[src/rtl/crb_pkg.sv]
package crb_pkg;

    localparam int unsigned WIN_BYTES = 128;
    localparam int unsigned WIN_AW    = 7;
    localparam int unsigned WORDS     = WIN_BYTES / 4;

    localparam logic [WIN_AW-1:0] OFF_LOC_STATE = 7'h00;
    localparam logic [WIN_AW-1:0] OFF_LOC_CTRL  = 7'h08;
    localparam logic [WIN_AW-1:0] OFF_LOC_STS   = 7'h0C;
    localparam logic [WIN_AW-1:0] OFF_ID_LO     = 7'h30;
    localparam logic [WIN_AW-1:0] OFF_ID_HI     = 7'h34;
    localparam logic [WIN_AW-1:0] OFF_REQ       = 7'h40;
    localparam logic [WIN_AW-1:0] OFF_STS       = 7'h44;
    localparam logic [WIN_AW-1:0] OFF_CANCEL    = 7'h48;
    localparam logic [WIN_AW-1:0] OFF_START     = 7'h4C;
    localparam logic [WIN_AW-1:0] OFF_CMD_SZ    = 7'h58;
    localparam logic [WIN_AW-1:0] OFF_CMD_LO    = 7'h5C;
    localparam logic [WIN_AW-1:0] OFF_CMD_HI    = 7'h60;
    localparam logic [WIN_AW-1:0] OFF_RSP_SZ    = 7'h64;
    localparam logic [WIN_AW-1:0] OFF_RSP_LO    = 7'h68;
    localparam logic [WIN_AW-1:0] OFF_RSP_HI    = 7'h6C;

    localparam logic [31:0] VAL_REQ_READY = 32'd1;
    localparam logic [31:0] VAL_REQ_IDLE  = 32'd2;
    localparam logic [31:0] VAL_DOORBELL  = 32'd1;
    localparam logic [31:0] VAL_LOC_GRAB  = 32'd1;

    typedef enum logic [1:0] {
        CS_IDLE  = 2'd0,
        CS_RUN   = 2'd1,
        CS_ABORT = 2'd2
    } cmd_state_e;

    typedef enum logic [1:0] {
        SZ_BYTE = 2'd0,
        SZ_HALF = 2'd1,
        SZ_WORD = 2'd2
    } acc_size_e;

    typedef struct packed {
        logic loc_ctrl;
        logic ctrl_req;
        logic cancel;
        logic start;
    } wr_strobe_t;

    typedef struct packed {
        logic loc_valid;
        logic loc_assigned;
        logic loc_granted;
        logic idle;
        logic err;
        logic start;
    } reg_view_t;

endpackage

[src/rtl/crb_wr_decode.sv]
module crb_wr_decode
    import crb_pkg::*;
(
    input  logic              bus_req,
    input  logic              bus_we,
    input  logic [WIN_AW-1:0] bus_addr,
    input  logic [1:0]        bus_size,
    input  logic [31:0]       bus_wdata,
    output wr_strobe_t        stb,
    output logic [31:0]       wval
);

    logic wr;

    assign wr = bus_req && bus_we;

    always_comb begin
        unique case (bus_size)
            SZ_BYTE: wval = {24'b0, bus_wdata[7:0]};
            SZ_HALF: wval = {16'b0, bus_wdata[15:0]};
            default: wval = bus_wdata;
        endcase
    end

    always_comb begin
        stb          = '0;
        stb.loc_ctrl = wr && (bus_addr == OFF_LOC_CTRL);
        stb.ctrl_req = wr && (bus_addr == OFF_REQ);
        stb.cancel   = wr && (bus_addr == OFF_CANCEL);
        stb.start    = wr && (bus_addr == OFF_START);
    end

endmodule

[src/rtl/crb_cmd_fsm.sv]
module crb_cmd_fsm
    import crb_pkg::*;
#(
    parameter int unsigned LEN_W     = 32,
    parameter int unsigned BUF_BYTES = 3968
) (
    input  logic             clk,
    input  logic             rst_n,
    input  logic             stb_start,
    input  logic             stb_cancel,
    input  logic [31:0]      wval,
    input  logic [LEN_W-1:0] hdr_len,
    input  logic             done,
    input  logic             err,
    output logic             start_bit,
    output logic             err_bit,
    output logic             be_start,
    output logic             be_cancel,
    output logic [LEN_W-1:0] cmd_len
);

    localparam logic [LEN_W-1:0] CAP = LEN_W'(BUF_BYTES);

    cmd_state_e state_q, state_d;
    logic       start_go;
    logic       cancel_go;
    logic       finish;

    assign start_go  = stb_start && (wval == VAL_DOORBELL) && (state_q == CS_IDLE);
    assign cancel_go = stb_cancel && (wval == VAL_DOORBELL) && (state_q != CS_IDLE);
    assign finish    = done && (state_q != CS_IDLE);
    assign start_bit = (state_q != CS_IDLE);

    always_comb begin
        state_d = state_q;
        unique case (state_q)
            CS_IDLE:  if (start_go) state_d = CS_RUN;
            CS_RUN: begin
                if (done)           state_d = CS_IDLE;
                else if (cancel_go) state_d = CS_ABORT;
            end
            CS_ABORT: if (done) state_d = CS_IDLE;
            default:  state_d = CS_IDLE;
        endcase
    end

    always_ff @(posedge clk or negedge rst_n) begin
        if (!rst_n) state_q <= CS_IDLE;
        else        state_q <= state_d;
    end

    always_ff @(posedge clk or negedge rst_n) begin
        if (!rst_n) begin
            be_start  <= 1'b0;
            be_cancel <= 1'b0;
            cmd_len   <= '0;
            err_bit   <= 1'b0;
        end else begin
            be_start  <= start_go;
            be_cancel <= cancel_go;
            if (start_go) begin
                cmd_len <= (hdr_len < CAP) ? hdr_len : CAP;
                err_bit <= 1'b0;
            end else if (finish && err) begin
                err_bit <= 1'b1;
            end
        end
    end

endmodule

[src/rtl/crb_rd_mux.sv]
module crb_rd_mux
    import crb_pkg::*;
#(
    parameter logic [31:0] REGION_BASE = 32'hFED4_0000,
    parameter int unsigned BUF_BYTES   = 3968,
    parameter logic [15:0] VENDOR_ID   = 16'h1014
) (
    input  reg_view_t         view,
    input  logic [WIN_AW-1:0] addr,
    input  logic [1:0]        size,
    output logic [31:0]       data
);

    localparam logic [31:0] BUF_ADDR = REGION_BASE + WIN_BYTES;
    localparam logic [31:0] BUF_SZ   = 32'(BUF_BYTES);
    localparam logic [63:0] ID_WORD  = {16'h0001, VENDOR_ID, 8'h01, 4'h0, 1'b0,
                                        2'd1, 2'b00, 1'b1, 1'b0, 2'd3, 1'b0,
                                        1'b0, 1'b0, 4'd1, 4'd1};

    logic [31:0] words [WORDS];
    logic [4:0]  idx;
    logic [5:0]  nxt;
    logic [31:0] lo_w, hi_w;
    logic [63:0] pair, shifted;

    function automatic logic [31:0] word_at(input logic [4:0] i, input reg_view_t v);
        logic [WIN_AW-1:0] off;
        off = {i, 2'b00};
        unique case (off)
            OFF_LOC_STATE: word_at = {24'b0, v.loc_valid, 5'b0, v.loc_assigned, 1'b0};
            OFF_LOC_STS:   word_at = {30'b0, 1'b0, v.loc_granted};
            OFF_ID_LO:     word_at = ID_WORD[31:0];
            OFF_ID_HI:     word_at = ID_WORD[63:32];
            OFF_STS:       word_at = {30'b0, v.idle, v.err};
            OFF_START:     word_at = {31'b0, v.start};
            OFF_CMD_SZ:    word_at = BUF_SZ;
            OFF_CMD_LO:    word_at = BUF_ADDR;
            OFF_RSP_SZ:    word_at = BUF_SZ;
            OFF_RSP_LO:    word_at = BUF_ADDR;
            default:       word_at = 32'b0;
        endcase
    endfunction

    for (genvar g = 0; g < WORDS; g++) begin : g_word
        assign words[g] = word_at(5'(g), view);
    end

    assign idx  = addr[WIN_AW-1:2];
    assign nxt  = {1'b0, idx} + 6'd1;
    assign lo_w = words[idx];
    assign hi_w = nxt[5] ? 32'b0 : words[nxt[4:0]];
    assign pair = {hi_w, lo_w};
    assign shifted = pair >> {addr[1:0], 3'b000};

    always_comb begin
        unique case (size)
            SZ_BYTE: data = {24'b0, shifted[7:0]};
            SZ_HALF: data = {16'b0, shifted[15:0]};
            default: data = shifted[31:0];
        endcase
    end

endmodule

[src/rtl/crb_ctrl_regs.sv]
module crb_ctrl_regs
    import crb_pkg::*;
#(
    parameter logic [31:0] REGION_BASE  = 32'hFED4_0000,
    parameter int unsigned REGION_BYTES = 4096,
    parameter logic [15:0] VENDOR_ID    = 16'h1014,
    parameter int unsigned LEN_W        = 32
) (
    input  logic             clk,
    input  logic             rst_n,
    input  logic             bus_req,
    input  logic             bus_we,
    input  logic [6:0]       bus_addr,
    input  logic [1:0]       bus_size,
    input  logic [31:0]      bus_wdata,
    output logic [31:0]      rd_data,
    output logic             rd_valid,
    output logic             be_start,
    output logic [LEN_W-1:0] be_cmd_len,
    output logic [LEN_W-1:0] be_rsp_cap,
    output logic             be_cancel,
    input  logic [LEN_W-1:0] be_hdr_len,
    input  logic             be_done,
    input  logic             be_err
);

    localparam int unsigned BUF_BYTES = REGION_BYTES - WIN_BYTES;

    wr_strobe_t  stb;
    logic [31:0] wval;
    logic        start_bit;
    logic        err_bit;
    logic        idle_q;
    logic        granted_q;
    logic        assigned_q;
    logic        valid_q;
    reg_view_t   view;
    logic [31:0] rd_comb;

    crb_wr_decode u_dec (
        .bus_req   (bus_req),
        .bus_we    (bus_we),
        .bus_addr  (bus_addr),
        .bus_size  (bus_size),
        .bus_wdata (bus_wdata),
        .stb       (stb),
        .wval      (wval)
    );

    crb_cmd_fsm #(
        .LEN_W     (LEN_W),
        .BUF_BYTES (BUF_BYTES)
    ) u_fsm (
        .clk        (clk),
        .rst_n      (rst_n),
        .stb_start  (stb.start),
        .stb_cancel (stb.cancel),
        .wval       (wval),
        .hdr_len    (be_hdr_len),
        .done       (be_done),
        .err        (be_err),
        .start_bit  (start_bit),
        .err_bit    (err_bit),
        .be_start   (be_start),
        .be_cancel  (be_cancel),
        .cmd_len    (be_cmd_len)
    );

    always_ff @(posedge clk or negedge rst_n) begin
        if (!rst_n) begin
            idle_q <= 1'b0;
        end else if (stb.ctrl_req) begin
            if (wval == VAL_REQ_READY)     idle_q <= 1'b0;
            else if (wval == VAL_REQ_IDLE) idle_q <= 1'b1;
        end
    end

    always_ff @(posedge clk or negedge rst_n) begin
        if (!rst_n) begin
            granted_q  <= 1'b0;
            assigned_q <= 1'b0;
            valid_q    <= 1'b0;
        end else if (stb.loc_ctrl && (wval == VAL_LOC_GRAB)) begin
            granted_q  <= 1'b1;
            assigned_q <= 1'b1;
            valid_q    <= 1'b1;
        end
    end

    always_comb begin
        view              = '0;
        view.loc_valid    = valid_q;
        view.loc_assigned = assigned_q;
        view.loc_granted  = granted_q;
        view.idle         = idle_q;
        view.err          = err_bit;
        view.start        = start_bit;
    end

    crb_rd_mux #(
        .REGION_BASE (REGION_BASE),
        .BUF_BYTES   (BUF_BYTES),
        .VENDOR_ID   (VENDOR_ID)
    ) u_rd (
        .view (view),
        .addr (bus_addr),
        .size (bus_size),
        .data (rd_comb)
    );

    always_ff @(posedge clk or negedge rst_n) begin
        if (!rst_n) begin
            rd_data  <= '0;
            rd_valid <= 1'b0;
        end else begin
            rd_valid <= bus_req && !bus_we;
            if (bus_req && !bus_we) rd_data <= rd_comb;
        end
    end

    assign be_rsp_cap = LEN_W'(BUF_BYTES);

endmodule

[config.mk]
export PLATFORM = sky130hd
export DESIGN_NAME = crb_ctrl_regs
export DESIGN_NICKNAME = d
export VERILOG_FILES = /design/src/rtl/crb_pkg.sv /design/src/rtl/crb_wr_decode.sv /design/src/rtl/crb_cmd_fsm.sv /design/src/rtl/crb_rd_mux.sv /design/src/rtl/crb_ctrl_regs.sv
export SDC_FILE = /design/constraint.sdc
export NUM_CORES = 1
export LEC_CHECK = 0
export ABC_AREA = 0
export ABC_CLOCK_PERIOD_IN_PS = 2670
export BUFFER_PORTS_ARGS = -buffer_cell sky130_fd_sc_hd__buf_2
export CORE_UTILIZATION = 35
export CTS_BUF_LIST = sky130_fd_sc_hd__clkbuf_16
export CTS_CLUSTER_SIZE = 10
export DETAILED_ROUTE_END_ITERATION = 8
export PLACE_DENSITY = 0.66
export SLEW_MARGIN = 20
export SYNTH_ARGS = -nofsm -noshare
export SYNTH_HDL_FRONTEND = slang
export SYNTH_SLANG_ARGS = --single-unit
[constraint.sdc]
create_clock -name clk -period 2.67 [get_ports clk]
set_clock_uncertainty 0.15 [all_clocks]
set_input_delay 0 -clock clk [delete_from_list [all_inputs] [get_ports clk]]
set_output_delay 0 -clock clk [all_outputs]
set_load 0.05 [all_outputs]
Yosys cells after proc, flatten, opt, wreduce, memory -nomap -nowiden --
Cells that the tools add are included.
Operators by class: add/sub/neg operators 1, $mul 0, div/mod/pow operators 0, magnitude comparators 3, eq/ne operators 12, shifts and indexed selects 1, mux-type cells 19, bitwise operators 2, reductions and logical operators 21
Operators by type and width (count):
- binary-select mux 32 bit (select 5 bit) | 2
- two-way mux 32 bit | 6
- one-hot mux 32 bit (2 select lines) | 2
- right shift 64 x 5 -> 32 bit | 1
- equality test 32 x 1 -> 1 bit (second input constant) | 1
- equality test 32 x 2 -> 1 bit (second input constant) | 1
- < comparator 32 x 12 -> 1 bit (second input constant) | 1
- equality test 7 bit (second input constant) | 3
- logical AND 1 bit | 13
- >= comparator 6 bit (second input constant) | 2
- NOT 5 -> 6 bit | 2
- two-way mux 2 bit | 4
- equality test 7 x 4 -> 1 bit (second input constant) | 1
- adder 5 x 1 -> 6 bit (second input constant) | 1
- one-hot mux 2 bit (3 select lines) | 1
- nonzero test 2 bit | 3
- equality test 2 x 1 -> 1 bit (second input constant) | 2
- zero test 2 bit | 2
- two-way mux 1 bit | 4
- != test 3 x 2 -> 1 bit (second input constant) | 1
- AND reduction 3 bit | 1
- equality test 2 bit (second input constant) | 1
- != test 2 x 1 -> 1 bit (second input constant) | 1
- != test 2 bit (second input constant) | 1
- 2 further kinds | 2
Word-level totals: bits in registers 72, bits in latches 0, RAM bits 0, memory bits (read-only) 0, output and inout port bits 99, word-level logic and storage cells 68, memories 0

Logic depth before layout (Yosys ltp) --
Gate-level depths: netlist of the first run.
word-level depth 8, gate-level depth with buffers 10, depth with buffers taken out 8

Cells and area by module --
A second synthesis of the first run with hierarchy kept.
Second synthesis, totals: cells, all modules 478, area, all modules 4599.4 sq um
By module, submodules not included:
- crb_ctrl_regs | instances 1, cells an instance 126, area each 1641.6 sq um, seq. area each 875.8 sq um
- crb_cmd_fsm | instances 1, cells an instance 127, area each 1536.5 sq um, seq. area each 925.9 sq um
- crb_rd_mux | instances 1, cells an instance 182, area each 1139.8 sq um, seq. area each 0.0 sq um
- crb_wr_decode | instances 1, cells an instance 43, area each 281.5 sq um, seq. area each 0.0 sq um

Worst setup path before layout of the first run --
No wires, ideal clock.
path type input port to flip-flop, start point input port bus_addr[2], end point register rd_data[26], library setup time 0.122 ns, arrival 1.588 ns, required time 2.398 ns, slack 0.810 ns, cell stages on the path 8, path through ha_1 ha_1 clkbuf_1 inv_1 a32o_1 a21boi_1 o31ai_1 a32o_1
Between the ends: word-level cells in the longest chain between the ends 8
Ends and longest elaborated chain:
- start, declared | RTL line crb_ctrl_regs.sv:13 | input logic [6:0] bus_addr,
- adder 5 x 1 -> 6 bit | RTL line crb_rd_mux.sv:49 | assign nxt = {1'b0, idx} + 6'd1;
- NOT 5 -> 6 bit (not written as such) | RTL line crb_rd_mux.sv:51 | assign hi_w = nxt[5] ? 32'b0 : words[nxt[4:0]];
- binary-select mux 32 bit (select 5 bit) | RTL line crb_rd_mux.sv:51
- two-way mux 32 bit (not written as such) (2 in series) | RTL line crb_rd_mux.sv:51
- two-way mux 32 bit | RTL line crb_rd_mux.sv:51
- right shift 64 x 5 -> 32 bit (*) | RTL line crb_rd_mux.sv:53 | assign shifted = pair >> {addr[1:0], 3'b000};
- one-hot mux 32 bit (2 select lines) (*) | RTL line crb_rd_mux.sv:56 | unique case (size)
- end signal, assigned | RTL line crb_ctrl_regs.sv:117 | if (bus_req && !bus_we) rd_data <= rd_comb;
- end, declared | RTL line crb_ctrl_regs.sv:16 | output logic [31:0] rd_data,
Mark *: on every way between the ends. The rest lies on a longest branch, timed or not. The select of a mux whose other input is x is not followed. A chain may end at the register's enable or synchronous reset.

Worst setup path after layout of the first run --
start point input port bus_size[1], end point register u_fsm.state_q[1]
Between the ends: word-level cells in the longest chain between the ends 7
Ends and longest elaborated chain:
- start, declared | RTL line crb_ctrl_regs.sv:14 | input logic [1:0] bus_size,
- equality test 2 x 1 -> 1 bit or zero test 2 bit (tied branches) | RTL line crb_wr_decode.sv:18 | unique case (bus_size)
- one-hot mux 32 bit (2 select lines) (*) | RTL line crb_wr_decode.sv:18
- equality test 32 x 1 -> 1 bit (*) | RTL line crb_cmd_fsm.sv:29, crb_cmd_fsm.sv:30
- logical AND 1 bit (on tied branches) (2 in series) | RTL line crb_cmd_fsm.sv:30, crb_cmd_fsm.sv:29
- != test 3 x 2 -> 1 bit (no line) or != test 2 x 1 -> 1 bit (tied branches)
- AND reduction 3 bit (no line) (*)
- end signal, assigned | RTL line crb_cmd_fsm.sv:49 | else state_q <= state_d;
- end, declared | RTL line crb_cmd_fsm.sv:24 | cmd_state_e state_q, state_d;
Mark *: on every way between the ends. The rest lies on a longest branch, timed or not.

==> summary.txt, run 1 <==
Logic synthesis
  • Synth warn: 0
  • Cells after synthesis: 442
  • Synth Area in Simple Gates: 23.12%
  • Post-synthesis adder-cell area fraction: 1.862%
  • Share of flip-flops with an asynchronous set or reset: 100.0%
  • Synth top cells by count: dfrtp_1 (72), nand2_1 (57), buf_4 (34)
  • Sequential area share after synthesis: 44.68%
  • Distinct cells, synth: 60
  • Main synth FF type: dfrtp_1
  • Post-synthesis compound-gate area fraction: 17.22%
  • Syn Area/Cell: 9.124 um^2
  • Largest family of logic cells by synthesized area: simple AND/OR/NAND/NOR gates
  • Synth top area cells: dfrtp_1 (45%), buf_4 (6.3%), nand2_1 (5.3%)
  • EDFF count, synth: 0
  • Synth Cell Area: 4033 um^2
  • Seq cells post-synth: 72
  • Mux cell area share after synthesis: 1.334%
  • Leading area contributor after synthesis: dfrtp_1
  • Top-count cell post-synth: dfrtp_1
  • Post-Synth XOR/XNOR Area: 1.024%
  • Synth top area share: 44.68%

STA
  • Final worst slack: 0.1968 ns
  • Worst-Margin Slew: 0.7540 ns
  • Setup TNS: 0 ns
  • Final Setup Violations: 0
  • Final hold viol count: 0
  • Tcrit/Tclk final: 92.63%
  • Final slew viol count: 0
  • Max Freq: 0.4043 GHz
  • RSZ-0062 raised after global routing: no
  • Rel. slew slack: 49.74%
  • Min Clock Period, post-route: 2.473 ns

Routing
  • Drt via density: 5.112
  • DRT Wirelength: 11,300 um
  • Via count: 3,849
  • Pre-Repair DR Iteration Count: 6
  • Residual DRC: 0
  • Antenna viol nets, final: 0
  • WL/cell: 15.01 um
  • DRT iter0 DRCs: 259

Global route
  • Largest net degree at the start of global routing: 42
  • Antenna violations before repair: 0
  • First-pass GRT wire length: 17,560 um
  • GRT Total Usage: 19.03%
  • Gr ovfl total: 0
  • Vias in the first global route: 3,567

Place
  • Placer Congestion: 0.9530
  • Input/output buffers: 145
  • Hpwl dp: 8332 um
  • Placement Setup Slack: 0.4672 ns
  • Cell count after placement: 705

Worst setup path
  • R2R depth: 7
  • CP delay by family, top: buffers and inverters
  • Critical path class: in -> reg
  • Critical-path top delay cell: dlygate4sd3_1
  • Critical path's largest stage delay: 0.55 ns
  • Critical path peak fanout: 5
  • Reg2reg setup slack: 0.43 ns
  • Crit path DAT: 2.60 ns
  • CP required: 2.79 ns
  • Critical path buffers and inverters: 3
  • Crit-path cells: dlygate4sd3_1 -> buf_2 -> nor2_2 -> a21oi_1 -> nor3_2 -> nand2_2 -> or4_1 -> a21oi_1 -> dlygate4sd3_1
  • Crit path capture type: flip-flop
  • Reg2reg end: u_fsm.cmd_len[6]
  • Critical Path Start Type: primary input
  • RR Startpoint: u_fsm.state_q[1]

Clock tree
  • CTS tree: built
  • Total CTS buffers: 9
  • Root buffer cell: clkbuf_16
  • Clock transition at path regs: 0.06 ns
  • Clock Tree Buf Depth: 2
  • Htree depth: 3
  • Post-CTS setup buffer count: 0
  • Total clock sinks: 72
  • Clock Latency Late Sink: 0.33 ns

Pwr
  • P per Cell Area: 554.6 nW/um^2
  • Design Power: 2.978 mW
  • Clock power frac: 40.2%
  • VDD IR max: 0.0003132 V
  • Internal Power: 2.026 mW
  • NetSw: 952.0 uW
  • Switching share of power: 31.97%
  • Leak: 2.763 nW
  • Reg power frac: 38.9%
  • Comb power frac: 20.9%

Floorplanning
  • Die area: 11,960 um^2
  • Std-Cell Core Area: 11,030 um^2
  • Initial core utilization: 36.56%
  • Die height: 109.3 um
  • I/O pin count: 178
  • Die width: 109.3 um
  • Row count: 38

Layout
  • Net count, final: 693
  • Post-route insts no fill: 753
  • Synth-to-layout area growth: 33.14%
  • Antenna cells: 0
  • Share of cells above drive strength 1: 29.85%

Worst hold path
  • Worst Hold Class: in -> reg
  • Worst Hold Launch: be_hdr_len[20]
  • Worst hold endpoint: u_fsm.cmd_len[7]
  • Worst hold stages: 5

Status
  • Status: complete, no violations

Flow run
  • Max Cap Violations: 0
## state kept, by name, indices dropped and copies added, names as in the netlist
name and count:
rd_valid 1, valid_q 1, u_fsm.state_q 2, u_fsm.be_cancel 1, rd_data 32, u_fsm.err_bit 1, u_fsm.be_start 1, idle_q 1
u_fsm.cmd_len 32
## how the worst max path moves through the flow
stage / slack, ns / endpoint / cells past startpoint / start
after floorplan: 0.81 / rd_data[26] / 8 / bus_addr[2]
after global routing: 0.03 / u_fsm.state_q[1] / 9 / bus_size[1]
after CTS: 0.01 / u_fsm.state_q[1] / 9 / bus_wdata[6]
after global placement: 0.59 / rd_data[26] / 8 / bus_addr[2]
after detailed placement: 0.47 / rd_data[25] / 8 / bus_addr[2]
final: 0.20 / u_fsm.state_q[1] / 9 / bus_size[1]
## cells by family after synthesis
family | after synthesis
xor+xnor | 3
buf+inv | 72
compound gates | 102
flops | 72
fa+ha+maj | 6
simple gates | 181
mux | 4
other cells | 2
## layout make-up
cell class / instances / area (um^2)
Inverter: 12 / 45.04
Clock buffer: 9 / 225.2
Tap cell: 140 / 175.2
Timing Repair Buffer: 185 / 1119
Fill cell: 1071 / 5662
Sequential cell: 72 / 1802
Multi-Input combinational cell: 328 / 1932
Clock inverter: 7 / 71.32
## cells in the final DEF, fill, tap and decap left out, drive strengths merged, types with 4 or more instances in the layout
master,netlist,routed
o21a,5,5
a21oi,19,19
dlygate4sd3,0,32
nor2b,4,4
a22o,7,7
ha,6,6
and3,4,4
a31oi,7,7
nor4,13,13
nor2,29,29
nand2,58,58
buf,42,153
inv,12,14
nor3,9,9
clkbuf,18,9
dfrtp,72,72
a32o,4,4
o31ai,9,9
conb,2,32
o21ai,24,24
nand3,21,21
and2,23,23
nand2b,4,4
a32oi,4,4
## worst min-delay path: stages
cell,delay [ns]
buf_2,0.08
nor4_1,0.03
nand2_1,0.11
nor3_1,0.08
a21oi_1,0.15
## through the flow
stage	util, %	hold slack, ns	cell area (um^2)
2_1_floorplan	-	-0.4456	4145
3_3_place_gp	42.94	-0.05304	4737
3_5_place_dp	42.94	-0.04414	4737
4_1_cts	48.54	0.01073	5354
5_1_grt	48.67	0.02809	5369
6_report	48.67	0.006838	5369
## power by group through the flow
| stage | Combinational (mW) | Sequential, mW | Clock, mW |
|---|---|---|---|
| after global routing | 0.670 | 1.16 | 1.27 |
| final | 0.622 | 1.16 | 1.20 |
| after floorplan | 0.311 | 1.32 | 0 |
| after global placement | 0.586 | 1.18 | 0 |
| after CTS | 0.620 | 1.16 | 1.22 |
| after detailed placement | 0.593 | 1.18 | 0 |
## per-layer routing
metal / part of all wire (%) / wire (um) / up-vias / GRT usage [%]
li1: - / - / 1834 / -
met1: 44 / 5027 / 1846 / 26.04
met2: 48 / 5420 / 150 / 29.83
met3: 5.4 / 614 / 19 / 3.557
met4: 2.1 / 236 / 0 / 7.238
met5: 0 / 0 / - / 0
## what timing repair did
| item | in CTS | in global routing |
|---|---|---|
| hold buffers | 32 | 0 |
| endpoints found under the hold margin | 54 | 0 |
| resized for setup | 0 | 3 |
| setup endpoints to repair | 0 | 4 |
Note: power is estimated with default switching activity, not from simulation.
==> inputs of run 2 (changes only) <==
- GPL_TIMING_DRIVEN: default -> 0
==> summary.txt, run 2 (same netlist as run 1, synthesis figures left out) <==
Status
  • Status: finished with violations (was complete, no violations)
  • Violated checks: negative hold slack

Layout
  • Share of cells above drive strength 1: 32.57% (was 29.85%)
  • Fill cells: 1,047 (was 1,071)
  • Synth-to-layout area growth: 40.06% (was 33.14%)
  • Final instance area: 5648 um^2 (was 5369 um^2)
  • Reg area: 1802 um^2 (unchanged)
  • Largest regs: rd_data x32, u_fsm.cmd_len x32, u_fsm.state_q x2 (unchanged)
  • Net count, final: 737 (was 693)
  • Commonest cells after routing, fill and taps aside: buf_2 (146), dfrtp_1 (72), nand2_1 (57) (was buf_2 (145), dfrtp_1 (72), nand2_1 (57))
  • Area taken by multi-input logic gates: 1932 um^2 (unchanged)
  • Antenna cells: 0 (unchanged)
  • Most common cell after layout, fill and taps aside: buf_2 (unchanged)

Place
  • Hpwl dp: 8774 um (was 8332 um)
  • Placement Cell Area: 5054 um^2 (was 4737 um^2)
  • Input/output buffers: 142 (was 145)
  • Placement Setup Slack: 0.3821 ns (was 0.4672 ns)
  • Placer Congestion: 0.8787 (was 0.9530)

STA
  • Worst-Margin Slew: 0.6653 ns (was 0.7540 ns)
  • Setup TNS: 0 ns (unchanged)
  • Final hold viol count: 28 (was 0)
  • Final slew viol count: 0 (unchanged)
  • Hold WS: -0.01107 ns (was 0.006838 ns)
  • Final Setup Violations: 0 (unchanged)
  • Tcrit/Tclk final: 94.75% (was 92.63%)
  • Final worst slack: 0.1401 ns (was 0.1968 ns)
  • Rel. slew slack: 55.65% (was 49.74%)
  • Min Clock Period, post-route: 2.530 ns (was 2.473 ns)
  • Max Freq: 0.3953 GHz (was 0.4043 GHz)
  • RSZ-0062 raised after global routing: no (unchanged)

Routing
  • Residual DRC: 0 (unchanged)
  • Antenna viol nets, final: 0 (unchanged)
  • Via count: 3,976 (was 3,849)
  • Pre-Repair DR Iteration Count: 5 (was 6)
  • DRT Wirelength: 11,740 um (was 11,300 um)
  • WL/cell: 14.73 um (was 15.01 um)
  • Drt via density: 4.989 (was 5.112)
  • DRT iter0 DRCs: 326 (was 259)

Floorplanning
  • I/O pin count: 178 (unchanged)
  • Row count: 38 (unchanged)
  • Std-Cell Core Area: 11,030 um^2 (unchanged)
  • Die area: 11,960 um^2 (unchanged)
  • Die height: 109.3 um (unchanged)
  • Initial core utilization: 36.56% (unchanged)
  • Die width: 109.3 um (unchanged)

Worst setup path
  • Critical path class: in -> reg (unchanged)
  • Crit path capture type: flip-flop (unchanged)
  • Critical path peak fanout: 8 (was 5)
  • Critical Path Start Type: primary input (unchanged)
  • Crit path DAT: 2.65 ns (was 2.60 ns)
  • CP required: 2.79 ns (about the same)

Clock tree
  • Clock Latency Late Sink: 0.33 ns (about the same)
  • Post-CTS setup buffer count: 0 (unchanged)
  • Root buffer cell: clkbuf_16 (unchanged)
  • CTS tree: built (unchanged)
  • Htree depth: 3 (unchanged)
  • Clock transition at path regs: 0.06 ns (about the same)
  • Clock Tree Buf Depth: 2 (unchanged)
  • Total clock sinks: 72 (unchanged)
  • Total CTS buffers: 9 (unchanged)

Flow run
  • Max Cap Violations: 0 (unchanged)

Global route
  • GRT Total Usage: 19.52% (was 19.03%)
  • Vias in the first global route: 3,617 (was 3,567)
  • Largest net degree at the start of global routing: 45 (was 42)
  • First-pass GRT wire length: 17,930 um (was 17,560 um)
  • Antenna violations before repair: 1 (was 0)
  • Gr ovfl total: 0 (unchanged)

Pwr
  • VDD IR max: 0.0003106 V (was 0.0003132 V)
  • P per Cell Area: 550.5 nW/um^2 (was 554.6 nW/um^2)
  • Leak: 2.950 nW (was 2.763 nW)

Worst hold path
  • Worst Hold Class: in -> async (was in -> reg)
==> run 2: changes by cell type in the layout (fill, tap and decap cells not counted), moves of 3 or more <==
cell / previous run / this run
buf_4: 7 / 35
buf_6: 0 / 3
dlygate4sd3_1: 32 / 26
clkbuf_1: 0 / 18
==> run 2: critical path, cell delays in order <==
cell and delay, ns:
dlygate4sd3_1 0.55, buf_6 0.15, nor4_4 0.31, nand3_2 0.14, nor3_4 0.16, nand2_2 0.12
or4_1 0.49, a21oi_1 0.17, dlygate4sd3_1 0.57
==> run 2: stage by stage <==
| stage | total power, mW | instances | util (%) |
|---|---|---|---|
| final | 3.109 | 797 | 51.20 |
| after global routing | 3.233 | 797 | 51.20 |
| after CTS | 3.119 | 796 | 50.98 |
| after detailed placement | 1.815 | 755 | 45.81 |
| after global placement | 1.805 | 754 | 45.61 |
| after floorplan | 1.631 | 472 | - |
==> run 2: final cells by class <==
| cell class | count | area share [%] |
|---|---|---|
| multi-input cells | 328 | 34.20 |
| flip-flops and latches | 72 | 31.90 |
| repair buffers | 169 | 17.59 |
| plain buffers | 60 | 6.757 |
| clock buffers | 9 | 3.988 |
| well taps | 140 | 3.101 |
| clock inverters | 7 | 1.661 |
| inverters | 12 | 0.7975 |
==> run 2: what timing repair did <==
item                                    4_1_cts  5_1_grt
hold buffers                                 25        1
endpoints found under the setup margin        0        1
gates resized for setup                       0        2
hold endpoints to repair                     97        1
==> run 2: layer usage <==
metal  wire, um  vias up  track usage [%]
met5         13        -                0
met4        200        2            7.048
met3        831       22            4.920
met2       5657      154            30.68
met1       5038     1872            25.98
li1           -     1926                -
==> run 2: worst paths after layout <==
check / startpoint / end / slack, ns / cells after the start
worst max-delay path: bus_addr[0] / u_fsm.state_q[1] / 0.14 / 9
worst min-delay path: rst_n / u_fsm.cmd_len[2] / -0.01 / 2
worst max register to register: u_fsm.state_q[1] / u_fsm.cmd_len[31] / 0.73 / 6
worst min register to register: u_fsm.cmd_len[5] / u_fsm.cmd_len[5] / 0.31 / 2
max in group asynchronous: rst_n / u_fsm.cmd_len[30] / 1.83 / 3
min in group clk: bus_wdata[6] / u_fsm.be_cancel / 0.03 / 6
==> run 2: report_power, final <==
part / switching [mW] / internal (mW) / total, mW
Combinational: 0.462 / 0.204 / 0.667
Clock: 0.468 / 0.817 / 1.29
Sequential: 0.0234 / 1.13 / 1.16
==> inputs of run 3 (changes only) <==
==> constraint.sdc (replaced) <==
create_clock -name clk -period 2.67 [get_ports clk]
set_clock_uncertainty 0.15 [all_clocks]
set_input_delay 0.534 -clock clk [delete_from_list [all_inputs] [get_ports clk]]
set_output_delay 0.534 -clock clk [all_outputs]
set_load 0.05 [all_outputs]
==> summary.txt, run 3 (same netlist as run 1, synthesis figures left out) <==
Status
  • Status: complete, no violations (was finished with violations)

STA
  • Final hold viol count: 0 (was 28)
  • Min Clock Period, post-route: 2.518 ns (was 2.530 ns)
  • Final slew viol count: 0 (unchanged)
  • Rel. slew slack: 56.35% (was 55.65%)
  • Max Freq: 0.3971 GHz (was 0.3953 GHz)
  • Worst-Margin Slew: 0.6548 ns (was 0.6653 ns)
  • Tcrit/Tclk final: 94.33% (was 94.75%)
  • Final Setup Violations: 0 (unchanged)
  • Setup TNS: 0 ns (unchanged)
  • RSZ-0062 raised after global routing: no (unchanged)

Layout
  • Largest regs: rd_data x32, u_fsm.cmd_len x32, u_fsm.state_q x2 (unchanged)
  • Share of cells above drive strength 1: 33.70% (was 32.57%)
  • Synth-to-layout area growth: 33.63% (was 40.06%)
  • Antenna cells: 0 (unchanged)
  • Final instance area: 5389 um^2 (was 5648 um^2)
  • Fill cells: 1,070 (was 1,047)
  • Net count, final: 712 (was 737)
  • Most common cell after layout, fill and taps aside: buf_2 (unchanged)
  • Commonest cells after routing, fill and taps aside: buf_2 (146), dfrtp_1 (72), nand2_1 (57) (unchanged)
  • Post-route insts no fill: 772 (was 797)

Worst hold path
  • Worst hold endpoint: u_fsm.state_q[1]
  • Worst Hold Launch: be_done
  • Worst Hold Class: in -> reg (was in -> async)
  • Worst hold stages: 2

Worst setup path
  • RR Startpoint: u_fsm.state_q[1] (unchanged)
  • Critical path peak fanout: 10 (was 8)
  • Reg2reg setup slack: 0.76 ns (was 0.73 ns)
  • Critical Path Start Type: primary input (unchanged)
  • R2R depth: 6 (unchanged)
  • Critical path class: in -> reg (unchanged)
  • Reg2reg end: u_fsm.cmd_len[31] (unchanged)
  • Crit path capture type: flip-flop (unchanged)
  • CP required: 2.73 ns (was 2.79 ns)
  • Crit path DAT: 2.58 ns (was 2.65 ns)

Clock tree
  • CTS Hold Bufs: 1 (was 25)
  • Clock Latency Late Sink: 0.33 ns (about the same)
  • Post-CTS setup buffer count: 0 (unchanged)
  • Htree depth: 3 (unchanged)
  • CTS tree: built (unchanged)
  • Total clock sinks: 72 (unchanged)
  • Resized cells post-CTS: 0 (unchanged)
  • Clock transition at path regs: 0.06 ns (about the same)
  • Root buffer cell: clkbuf_16 (unchanged)
  • Total CTS buffers: 9 (unchanged)
  • Clock Tree Buf Depth: 2 (unchanged)

Floorplanning
  • I/O pin count: 178 (unchanged)
  • Std-Cell Core Area: 11,030 um^2 (unchanged)
  • Initial core utilization: 36.56% (unchanged)
  • Row count: 38 (unchanged)
  • Die height: 109.3 um (unchanged)
  • Die area: 11,960 um^2 (unchanged)
  • Die width: 109.3 um (unchanged)

Place
  • Placement Cell Area: 5054 um^2 (unchanged)
  • Input/output buffers: 142 (unchanged)
  • Placer Congestion: 0.8787 (unchanged)
  • Cell count after placement: 755 (unchanged)
  • Hpwl dp: 8774 um (unchanged)

Routing
  • Residual DRC: 0 (unchanged)
  • Drt via density: 4.987 (was 4.989)
  • Antenna viol nets, final: 0 (unchanged)
  • WL/cell: 14.72 um (was 14.73 um)
  • Via count: 3,850 (was 3,976)
  • DRT iter0 DRCs: 312 (was 326)
  • DRT Wirelength: 11,370 um (was 11,740 um)
  • Pre-Repair DR Iteration Count: 5 (unchanged)

Global route
  • Largest net degree at the start of global routing: 45 (unchanged)
  • GRT Total Usage: 18.98% (was 19.52%)
  • Antenna violations before repair: 1 (unchanged)
  • First-pass GRT wire length: 17,460 um (was 17,930 um)
  • Vias in the first global route: 3,490 (was 3,617)
  • Gr ovfl total: 0 (unchanged)

Flow run
  • Max Cap Violations: 0 (unchanged)

Pwr
  • P per Cell Area: 571.5 nW/um^2 (was 550.5 nW/um^2)
  • VDD IR max: 0.0003076 V (was 0.0003106 V)
  • Leak: 2.829 nW (was 2.950 nW)
==> run 3: through the flow <==
step | util, % | power (mW) | setup WS [ns] | hold WS (ns)
finish | 48.85 | 3.080 | 0.1515 | 0.2425
global route | 48.85 | 3.208 | 0.004696 | 0.2608
CTS | 48.80 | 3.098 | 0.1761 | 0.2376
detailed placement | 45.81 | 1.815 | -0.1519 | 0.2997
global placement | 45.61 | 1.805 | -0.1401 | 0.2986
floorplan | - | 1.631 | 0.2760 | 0.08841
==> run 3: report_power, final <==
group / internal (mW) / total, mW / switching [mW]
Sequential: 1.13 / 1.16 / 0.0235
Clock: 0.817 / 1.28 / 0.462
Combinational: 0.186 / 0.643 / 0.457
Total: 2.14 / 3.08 / 0.943
==> run 3: worst max-delay path by stage <==
stage                           start     endpoint  slack [ns]
after floorplan           bus_addr[2]  rd_data[26]        0.28
after global placement    bus_addr[3]  rd_data[16]       -0.14
after detailed placement  bus_addr[2]  rd_data[16]       -0.15
after CTS                 bus_addr[2]  rd_data[16]        0.18
after global routing      bus_addr[2]  rd_data[25]       0.005
final                     bus_addr[2]  rd_data[30]        0.15
==> run 3: area by class of cell <==
cell class	count	area, um^2	share of cell area [%]
multi-input combinational	328	1923	35.69
inverter	12	45.04	0.8358
buffer	60	381.6	7.081
timing repair buffer	144	743.2	13.79
sequential	72	1802	33.43
clock inverter	7	93.84	1.741
tap	140	175.2	3.251
clock buffer	9	225.2	4.179
==> run 3: routing by layer <==
metal / share of wire (%) / vias to the layer above / GRT usage [%]
li1: - / 1868 / -
met1: 44 / 1814 / 25.68
met2: 47 / 150 / 29.38
met3: 7.5 / 16 / 4.920
met4: 1.5 / 2 / 6.476
met5: 0.11 / - / 0
==> run 3: critical path, stage by stage <==
cell and delay [ns]:
buf_2 0.13, ha_1 0.24, ha_1 0.28, clkbuf_1 0.31, inv_1 0.13, a32o_1 0.28
a21boi_1 0.27, nor3b_1 0.10, a221o_1 0.28
